===== config.mk =====
export PLATFORM = sky130hd
export DESIGN_NAME = dbg_memacc_engine
export DESIGN_NICKNAME = d
export VERILOG_FILES = /design/src/rtl/dbg_memacc_pkg.sv /design/src/rtl/dbg_memacc_mask.sv /design/src/rtl/dbg_memacc_decode.sv /design/src/rtl/dbg_memacc_bank.sv /design/src/rtl/dbg_memacc_seq.sv /design/src/rtl/dbg_memacc_engine.sv
export SDC_FILE = /design/constraint.sdc
export NUM_CORES = 1
export LEC_CHECK = 0
export BUFFER_PORTS_ARGS = -buffer_cell sky130_fd_sc_hd__clkbuf_2
export CORE_ASPECT_RATIO = 0.9
export CORE_MARGIN = 2
export CORE_UTILIZATION = 40
export CTS_CLUSTER_SIZE = 24
export DETAILED_ROUTE_END_ITERATION = 16
export GPL_TIMING_DRIVEN = 0
export HOLD_SLACK_MARGIN = 0.15
export PLACE_DENSITY_LB_ADDON = 0.05
export SYNTH_ARGS = -nofsm -noshare
export SYNTH_HDL_FRONTEND = slang
export SYNTH_SLANG_ARGS = --single-unit

===== constraint.sdc =====
create_clock -name clk -period 3.1 [get_ports clk]
set_clock_uncertainty 0.05 [all_clocks]
set_input_delay 0.775 -clock clk [delete_from_list [all_inputs] [get_ports clk]]
set_output_delay 0.775 -clock clk [all_outputs]
set_load 0.02 [all_outputs]

===== src/rtl/dbg_memacc_pkg.sv =====
package dbg_memacc_pkg;

   // Command type code that selects the memory access command
   localparam logic [7:0] CMDTYPE_MEM = 8'd2;

   // Largest size code defined for the command (16 bytes)
   localparam int unsigned MAX_SIZE_CODE = 4;

   typedef enum logic [2:0] {
      ERR_NONE  = 3'd0,
      ERR_BUSY  = 3'd1,
      ERR_UNSUP = 3'd2,
      ERR_EXC   = 3'd3
   } err_e;

   typedef enum logic {
      ST_IDLE = 1'b0,
      ST_WAIT = 1'b1
   } state_e;

   // Attributes of the access held while the request is in flight
   typedef struct packed {
      logic       we;
      logic       postinc;
      logic [2:0] size;
   } acc_s;

   function automatic int unsigned size_bits(int unsigned code);
      return 8 << code;
   endfunction

endpackage


===== src/rtl/dbg_memacc_mask.sv =====
module dbg_memacc_mask
   import dbg_memacc_pkg::*;
#(
   parameter int unsigned DATA_W = 64
) (
   input  logic [2:0]        size,
   output logic [DATA_W-1:0] mask
);

   logic [DATA_W-1:0] tab [8];

   // One constant mask per size code; codes wider than the slot saturate
   for (genvar s = 0; s < 8; s++) begin : g_tab
      localparam int unsigned SB = size_bits(s);
      if (SB >= DATA_W) begin : g_full
         assign tab[s] = '1;
      end else begin : g_part
         assign tab[s] = {{(DATA_W-SB){1'b0}}, {SB{1'b1}}};
      end
   end

   assign mask = tab[size];

endmodule


===== src/rtl/dbg_memacc_decode.sv =====
module dbg_memacc_decode
   import dbg_memacc_pkg::*;
#(
   parameter int unsigned DATA_W = 64
) (
   input  logic [7:0]        cmd_type,
   input  logic [2:0]        cmd_size,
   input  logic              cmd_virtual,
   output logic              cmd_ok,
   output logic [DATA_W-1:0] cmd_mask
);

   logic [7:0] size_ok;

   // Size code is usable when defined and no wider than a data slot
   for (genvar s = 0; s < 8; s++) begin : g_size
      localparam bit FITS = (s <= MAX_SIZE_CODE) && (size_bits(s) <= DATA_W);
      assign size_ok[s] = FITS;
   end

   // Physical addressing only: any virtual request is refused
   assign cmd_ok = (cmd_type == CMDTYPE_MEM) && !cmd_virtual && size_ok[cmd_size];

   dbg_memacc_mask #(.DATA_W(DATA_W)) u_mask (
      .size (cmd_size),
      .mask (cmd_mask)
   );

endmodule


===== src/rtl/dbg_memacc_bank.sv =====
module dbg_memacc_bank #(
   parameter int unsigned DATA_W    = 64,
   parameter int unsigned NUM_SLOTS = 4,
   localparam int unsigned SEL_W    = (NUM_SLOTS > 1) ? $clog2(NUM_SLOTS) : 1
) (
   input  logic                        clk,
   input  logic                        rst_n,
   input  logic                        host_we,
   input  logic [SEL_W-1:0]            host_sel,
   input  logic [DATA_W-1:0]           host_wdata,
   input  logic                        lock,
   input  logic                        a0_we,
   input  logic [DATA_W-1:0]           a0_d,
   input  logic                        a1_we,
   input  logic [DATA_W-1:0]           a1_d,
   output logic [NUM_SLOTS*DATA_W-1:0] slots_flat
);

   for (genvar k = 0; k < NUM_SLOTS; k++) begin : g_slot
      logic              host_hit;
      logic [DATA_W-1:0] q;

      assign host_hit = host_we && !lock && (host_sel == SEL_W'(k));

      if (k == 0) begin : g_arg0
         always_ff @(posedge clk) begin
            if (!rst_n)        q <= '0;
            else if (a0_we)    q <= a0_d;
            else if (host_hit) q <= host_wdata;
         end
      end else if (k == 1) begin : g_arg1
         always_ff @(posedge clk) begin
            if (!rst_n)        q <= '0;
            else if (a1_we)    q <= a1_d;
            else if (host_hit) q <= host_wdata;
         end
      end else begin : g_plain
         always_ff @(posedge clk) begin
            if (!rst_n)        q <= '0;
            else if (host_hit) q <= host_wdata;
         end
      end

      assign slots_flat[k*DATA_W +: DATA_W] = q;
   end

endmodule


===== src/rtl/dbg_memacc_seq.sv =====
module dbg_memacc_seq
   import dbg_memacc_pkg::*;
#(
   parameter int unsigned DATA_W = 64,
   parameter int unsigned ADDR_W = 32
) (
   input  logic              clk,
   input  logic              rst_n,
   input  logic              cmd_valid,
   input  logic              cmd_ok,
   input  logic              cmd_write,
   input  logic              cmd_postinc,
   input  logic [2:0]        cmd_size,
   input  logic [DATA_W-1:0] cmd_mask,
   input  logic              err_clr,
   input  logic [DATA_W-1:0] arg0,
   input  logic [DATA_W-1:0] arg1,
   input  logic              mem_rsp_valid,
   input  logic [DATA_W-1:0] mem_rdata,
   input  logic              mem_rsp_err,
   output logic              busy,
   output logic [2:0]        err_code,
   output logic              mem_req,
   output logic [ADDR_W-1:0] mem_addr,
   output logic              mem_we,
   output logic [2:0]        mem_size,
   output logic [DATA_W-1:0] mem_wdata,
   output logic              a0_we,
   output logic [DATA_W-1:0] a0_d,
   output logic              a1_we,
   output logic [DATA_W-1:0] a1_d
);

   state_e            state_q;
   acc_s              acc_q;
   err_e              err_q;
   err_e              err_new;
   logic              accept;
   logic              done_ok;
   logic [DATA_W-1:0] held_mask;

   assign accept  = (state_q == ST_IDLE) && cmd_valid && cmd_ok;
   assign done_ok = (state_q == ST_WAIT) && mem_rsp_valid && !mem_rsp_err;

   // Error raised this cycle; a fault outranks a colliding busy command
   always_comb begin
      err_new = ERR_NONE;
      if (state_q == ST_WAIT) begin
         if (mem_rsp_valid && mem_rsp_err) err_new = ERR_EXC;
         else if (cmd_valid)               err_new = ERR_BUSY;
      end else if (cmd_valid && !cmd_ok) begin
         err_new = ERR_UNSUP;
      end
   end

   always_ff @(posedge clk) begin
      if (!rst_n) begin
         state_q   <= ST_IDLE;
         acc_q     <= '0;
         mem_addr  <= '0;
         mem_wdata <= '0;
      end else if (accept) begin
         state_q       <= ST_WAIT;
         acc_q.we      <= cmd_write;
         acc_q.postinc <= cmd_postinc;
         acc_q.size    <= cmd_size;
         mem_addr      <= arg1[ADDR_W-1:0];
         mem_wdata     <= arg0 & cmd_mask;
      end else if ((state_q == ST_WAIT) && mem_rsp_valid) begin
         state_q <= ST_IDLE;
      end
   end

   always_ff @(posedge clk) begin
      if (!rst_n)                      err_q <= ERR_NONE;
      else if (err_clr)                err_q <= err_new;
      else if (err_q == ERR_NONE)      err_q <= err_new;
   end

   // Second lookup on the held size keeps the read path free of a mask register
   dbg_memacc_mask #(.DATA_W(DATA_W)) u_rmask (
      .size (acc_q.size),
      .mask (held_mask)
   );

   assign a0_we = done_ok && !acc_q.we;
   assign a0_d  = mem_rdata & held_mask;
   assign a1_we = done_ok && acc_q.postinc;
   assign a1_d  = arg1 + (DATA_W'(1) << acc_q.size);

   assign busy     = (state_q == ST_WAIT);
   assign mem_req  = (state_q == ST_WAIT);
   assign mem_we   = acc_q.we;
   assign mem_size = acc_q.size;
   assign err_code = err_q;

endmodule


===== src/rtl/dbg_memacc_engine.sv =====
module dbg_memacc_engine #(
   parameter int unsigned DATA_W    = 64,
   parameter int unsigned ADDR_W    = 32,
   parameter int unsigned NUM_SLOTS = 4,
   localparam int unsigned SEL_W    = (NUM_SLOTS > 1) ? $clog2(NUM_SLOTS) : 1
) (
   input  logic                        clk,
   input  logic                        rst_n,
   input  logic                        cmd_valid,
   input  logic [7:0]                  cmd_type,
   input  logic [2:0]                  cmd_size,
   input  logic                        cmd_virtual,
   input  logic                        cmd_postinc,
   input  logic                        cmd_write,
   input  logic                        err_clr,
   input  logic                        slot_we,
   input  logic [SEL_W-1:0]            slot_sel,
   input  logic [DATA_W-1:0]           slot_wdata,
   output logic [NUM_SLOTS*DATA_W-1:0] slots_flat,
   output logic                        busy,
   output logic [2:0]                  err_code,
   output logic                        mem_req,
   output logic [ADDR_W-1:0]           mem_addr,
   output logic                        mem_we,
   output logic [2:0]                  mem_size,
   output logic [DATA_W-1:0]           mem_wdata,
   input  logic                        mem_rsp_valid,
   input  logic [DATA_W-1:0]           mem_rdata,
   input  logic                        mem_rsp_err
);

   if (!(DATA_W == 32 || DATA_W == 64 || DATA_W == 128)) begin : g_bad_data_w
      $error("DATA_W must be 32, 64 or 128");
   end
   if (ADDR_W > DATA_W || ADDR_W < 1) begin : g_bad_addr_w
      $error("ADDR_W must lie in 1..DATA_W");
   end
   if (NUM_SLOTS < 2) begin : g_bad_slots
      $error("NUM_SLOTS must be at least 2");
   end

   logic              cmd_ok;
   logic [DATA_W-1:0] cmd_mask;
   logic              a0_we;
   logic              a1_we;
   logic [DATA_W-1:0] a0_d;
   logic [DATA_W-1:0] a1_d;
   logic [DATA_W-1:0] arg0;
   logic [DATA_W-1:0] arg1;

   assign arg0 = slots_flat[0      +: DATA_W];
   assign arg1 = slots_flat[DATA_W +: DATA_W];

   dbg_memacc_decode #(.DATA_W(DATA_W)) u_decode (
      .cmd_type    (cmd_type),
      .cmd_size    (cmd_size),
      .cmd_virtual (cmd_virtual),
      .cmd_ok      (cmd_ok),
      .cmd_mask    (cmd_mask)
   );

   dbg_memacc_seq #(.DATA_W(DATA_W), .ADDR_W(ADDR_W)) u_seq (
      .clk           (clk),
      .rst_n         (rst_n),
      .cmd_valid     (cmd_valid),
      .cmd_ok        (cmd_ok),
      .cmd_write     (cmd_write),
      .cmd_postinc   (cmd_postinc),
      .cmd_size      (cmd_size),
      .cmd_mask      (cmd_mask),
      .err_clr       (err_clr),
      .arg0          (arg0),
      .arg1          (arg1),
      .mem_rsp_valid (mem_rsp_valid),
      .mem_rdata     (mem_rdata),
      .mem_rsp_err   (mem_rsp_err),
      .busy          (busy),
      .err_code      (err_code),
      .mem_req       (mem_req),
      .mem_addr      (mem_addr),
      .mem_we        (mem_we),
      .mem_size      (mem_size),
      .mem_wdata     (mem_wdata),
      .a0_we         (a0_we),
      .a0_d          (a0_d),
      .a1_we         (a1_we),
      .a1_d          (a1_d)
   );

   dbg_memacc_bank #(.DATA_W(DATA_W), .NUM_SLOTS(NUM_SLOTS)) u_bank (
      .clk        (clk),
      .rst_n      (rst_n),
      .host_we    (slot_we),
      .host_sel   (slot_sel),
      .host_wdata (slot_wdata),
      .lock       (busy),
      .a0_we      (a0_we),
      .a0_d       (a0_d),
      .a1_we      (a1_we),
      .a1_d       (a1_d),
      .slots_flat (slots_flat)
   );

endmodule


==> key figures <==
Critical path
  – CP Capture Type: flop
  – Startpoint type of the worst setup path: flop
  – Reg2Reg Depth: 13
  – Biggest fanout along the worst timing path: 10
  – Type of the setup path with the least slack: reg -> reg
  – Crit Reg-Reg Endpoint: u_bank.g_slot[1].q[36]
  – Setup slack, reg-to-reg: ~0.045 ns
  – Startpoint of the worst-slack reg-to-reg timing path: u_seq.mem_size[2]
  – Crit path DAT: between 3 and 4 ns
  – Data required time of the worst path: ~3.5 ns
  – First element of the critical path: u_seq.mem_size[2]

Die
  – Starting Density: roughly 40%
  – Io pins: slightly above 500
  – Core ar.: 37100 sq um
  – DIE AREA: between 30000 and 40000 sq um
  – Chip Width: between 200 and 250 um
  – Chip Height: 188 um
  – Number of rows created at floorplan: between 60 and 70

Timing
  – Worst Max-Slew Pin Slew: roughly 1.2 ns
  – Count of final hold-check violations: 0
  – Final slew viol count: 0
  – Unrepaired setup endpoints after global routing: yes
  – Period utilisation layout: 98.6%
  – Worst slew margin relative to its limit: between 10% and 20%
  – Final sum of negative setup slack: 0 ns
  – Worst hold margin: 0.391 ns
  – Tmin final: around 3 ns
  – Final-report setup violation count: 0
  – Achievable frequency: between 300 and 400 MHz

Logic synthesis
  – Mean Syn Cell Area: slightly below 8 sq um
  – Async SR Flop Fraction: 0%
  – Count of unique library cells instantiated by Yosys: 62
  – Synthesized netlist cell count: slightly below 2000
  – Synth Net Count: 2101
  – Syn Std Cell Area: about 15000 sq um
  – Dominant combinational cell family by area after synthesis: simple AND/OR/NAND/NOR gates
  – Complex-gate fraction of the synthesized area: 20.2%
  – Count of flip-flops with a built-in enable after synthesis: 0
  – Multiplexer fraction of the synthesized cell area: less than 1%
  – Sequential area share after synthesis: just under 50%
  – Dominant synthesized flop cell: dfxtp_1
  – Total of warnings raised by yosys: 0
  – Simple-gate portion of the synthesized area: roughly a quarter
  – Adder and majority cell fraction of the synthesized area: less than 1%
  – Register bit count reported by yosys: 360
  – Share of the synthesized netlist area taken by xor and xnor gates: ~1.2%

Global routing
  – Total gr overflow: 0
  – Global-route wire length before repair: a little under 100000 um
  – Global Route Usage Sum: around a third
  – Number of global-route vias before repair: approximately 16000
  – Pin count of the biggest net entering global routing: 14
  – Initial antenna violation count: 3

Routing
  – Detailed-routing iteration count for the pre-antenna-repair pass: 5
  – DRC: 0
  – DRT antenna net count: 0
  – Count of vias placed by the detailed router: between 15000 and 20000
  – Routed wire length: ~67000 um
  – Via/cell ratio: ~5.6
  – Initial detailed-routing violation count: about 1500
  – Post-detailed-route wirelength per cell: around 22 um

Power
  – Power density of the placed cells: 537 nW/um^2
  – Static leakage: a little under 0.008 uW
  – Worst IR drop on VDD: 0.000419 V

Place
  – Last weighted congestion value of the routability-driven placer: slightly above 0.9
  – Estimated wirelength of the detail-placed design: a little over 50000 um
  – Count of buffers inserted at the top-level ports: 508

Cells and area
  – Area Overhead vs Synth: 31.8%
  – Final core utilization: ~53%
  – Combined flip-flop and latch cell area: 7210 sq um
  – Total Nets Final: between 2000 and 3000
  – Share of cells above drive strength 1: 25.9%
  – Total of fill cells in the finished design: around 3800
  – Multi-input gate area: 7240 sq um

Run status
  – Result of the run: complete, no violations

CTS
  – Worst-skew pair later-pin latency: 0.56 ns
  – Depth of the CTS H-tree: 2
  – Num CTS Buffers: slightly above 40
  – Number of buffers on the longest clock path: 3
  – Clock slew at reported path FFs: around 0.060 ns
  – Root buffer cell: clkbuf_16
  – Sink Count: 360
  – CTS tree: done

Worst hold path
  – Hold_sp: cmd_write
  – Worst hold path stage count: 3
  – End of the worst hold path: u_seq.mem_we
  – Path type of the worst min-delay path: in -> reg

Flow run
  – Maximum Capacitance Violations: 0
routing by layer:
metal	part of all wire, %	vias up	track usage [%]	routed length (um)
met5	0.019	-	0.369	13
met3	9.6	166	8.39	6440
li1	-	7863	-	-
met2	44	835	51.8	29800
met4	4.4	2	13.9	2970
met1	42	7996	43.4	28100
worst max-delay path, stage by stage (launching register included):
cell,delay [ns]
dfxtp_2,0.32
clkbuf_8,0.15
or2_4,0.27
clkbuf_16,0.17
nor2_4,0.13
buf_4,0.14
fa_2,0.21
a21o_1,0.18
a221oi_4,0.11
o21a_4,0.28
nor2_4,0.16
nand4_1,0.21
buf_4,0.22
o311a_1,0.32
power breakdown:
| group | internal, uW | switching [uW] |
|---|---|---|
| sequential | 4740 | 104 |
| clock | 2810 | 2040 |
| combinational | 273 | 653 |
stage by stage:
step	power (uW)	setup slack [ns]	std cells	cell area [sq um]
final	10600	0.0449	3019	19800
after global routing	10900	-0.0419	3018	19800
after CTS	10600	0.0112	3013	19700
after detailed placement	5860	-0.982	2933	18200
after global placement	5840	-0.954	2932	18200
after floorplan	5370	0.0156	1941	15000
cells in the final DEF (no fill, tap or decap), types with 4 or more instances in the layout:
master     instances
o221ai_1           5
a21oi_1          329
buf_4             15
a2bb2oi_1          5
nor4_1             7
a21o_1             6
nand4_1           17
and4_1             4
xnor2_1            8
clkbuf_8          12
o22ai_1            5
a22oi_1           17
o21ai_0           10
buf_1              7
clkinv_2           9
or4_1              5
ha_1               6
clkbuf_1         131
dfxtp_1          357
a311oi_1          56
nand3_1          106
a31oi_1           28
o311ai_0           5
nor3_1            12
nand2_1          598
clkbuf_16         44
nor2_1            48
xor2_1            12
nand2b_1           5
inv_1             12
or3_1             13
clkbuf_2         512
and3_1            21
buf_2             14
o211ai_1          10
and2_1             4
or2_2              7
registers in the layout, summed over array words and instances, names as in the netlist:
| signal | cells |
|---|---|
| u_seq.mem_size | 3 |
| u_seq.acc_q | 1 |
| u_bank.g_slot.q | 256 |
| u_seq.err_code | 2 |
| u_seq.busy | 1 |
| u_seq.mem_we | 1 |
| u_seq.mem_wdata | 64 |
| u_seq.mem_addr | 32 |
cells in the mapped netlist (10+ instances only):
cell type,number,area [sq um]
nand4_1,17,106
inv_1,12,45.0
a22oi_1,17,128
buf_2,13,65.1
o21ai_0,10,50.1
nand3_1,107,536
and3_1,22,138
nand2_1,598,2240
xor2_1,12,105
o211ai_1,10,75.1
clkbuf_1,130,488
dfxtp_1,360,7210
nor2_1,52,195
a31oi_1,28,175
a21oi_1,331,1660
a311oi_1,56,490
or3_1,14,87.6
nor3_1,13,65.1
repair_timing:
item / CTS / global route
pin swaps: 10 / 12
cloned: 0 / 0
setup endpoints to repair: 127 / 54
setup buffers: 7 / 5
hold buffers: 0 / 0
endpoints found under the hold margin: 0 / 0
resized for setup: 25 / 19
worst max path at each step:
stage	slack, ns	depth (start not counted)	end
floorplan	0.02	14	u_bank.g_slot[1].q[20]
global placement	-0.95	13	u_bank.g_slot[1].q[59]
detailed placement	-0.98	13	u_bank.g_slot[1].q[59]
CTS	0.01	9	u_bank.g_slot[1].q[53]
global route	-0.04	13	u_bank.g_slot[1].q[59]
finish	0.04	13	u_bank.g_slot[1].q[36]
layout make-up:
cell class / count / area share [%]
antenna: 1 / 0.0127
buffer: 155 / 3.35
clock buffer: 64 / 6.40
clock inverter: 12 / 0.354
inverter: 13 / 0.247
multi-input combinational: 1410 / 36.6
sequential: 360 / 36.5
tap: 483 / 3.06
timing repair buffer: 521 / 13.5
cell families (layout without fill, tap and decap cells):
family | count (synthesis) | count (layout)
AND/OR/NAND/NOR | 875 | 875
AO/OA/AOI/OAI | 503 | 503
flip-flops | 360 | 360
buffers and inverters | 171 | 765
XOR/XNOR | 20 | 20
adder cells (fa/ha/maj) | 9 | 9
multiplexers | 2 | 2
other | 1 | 2
Power figures use the tool's default switching activity.
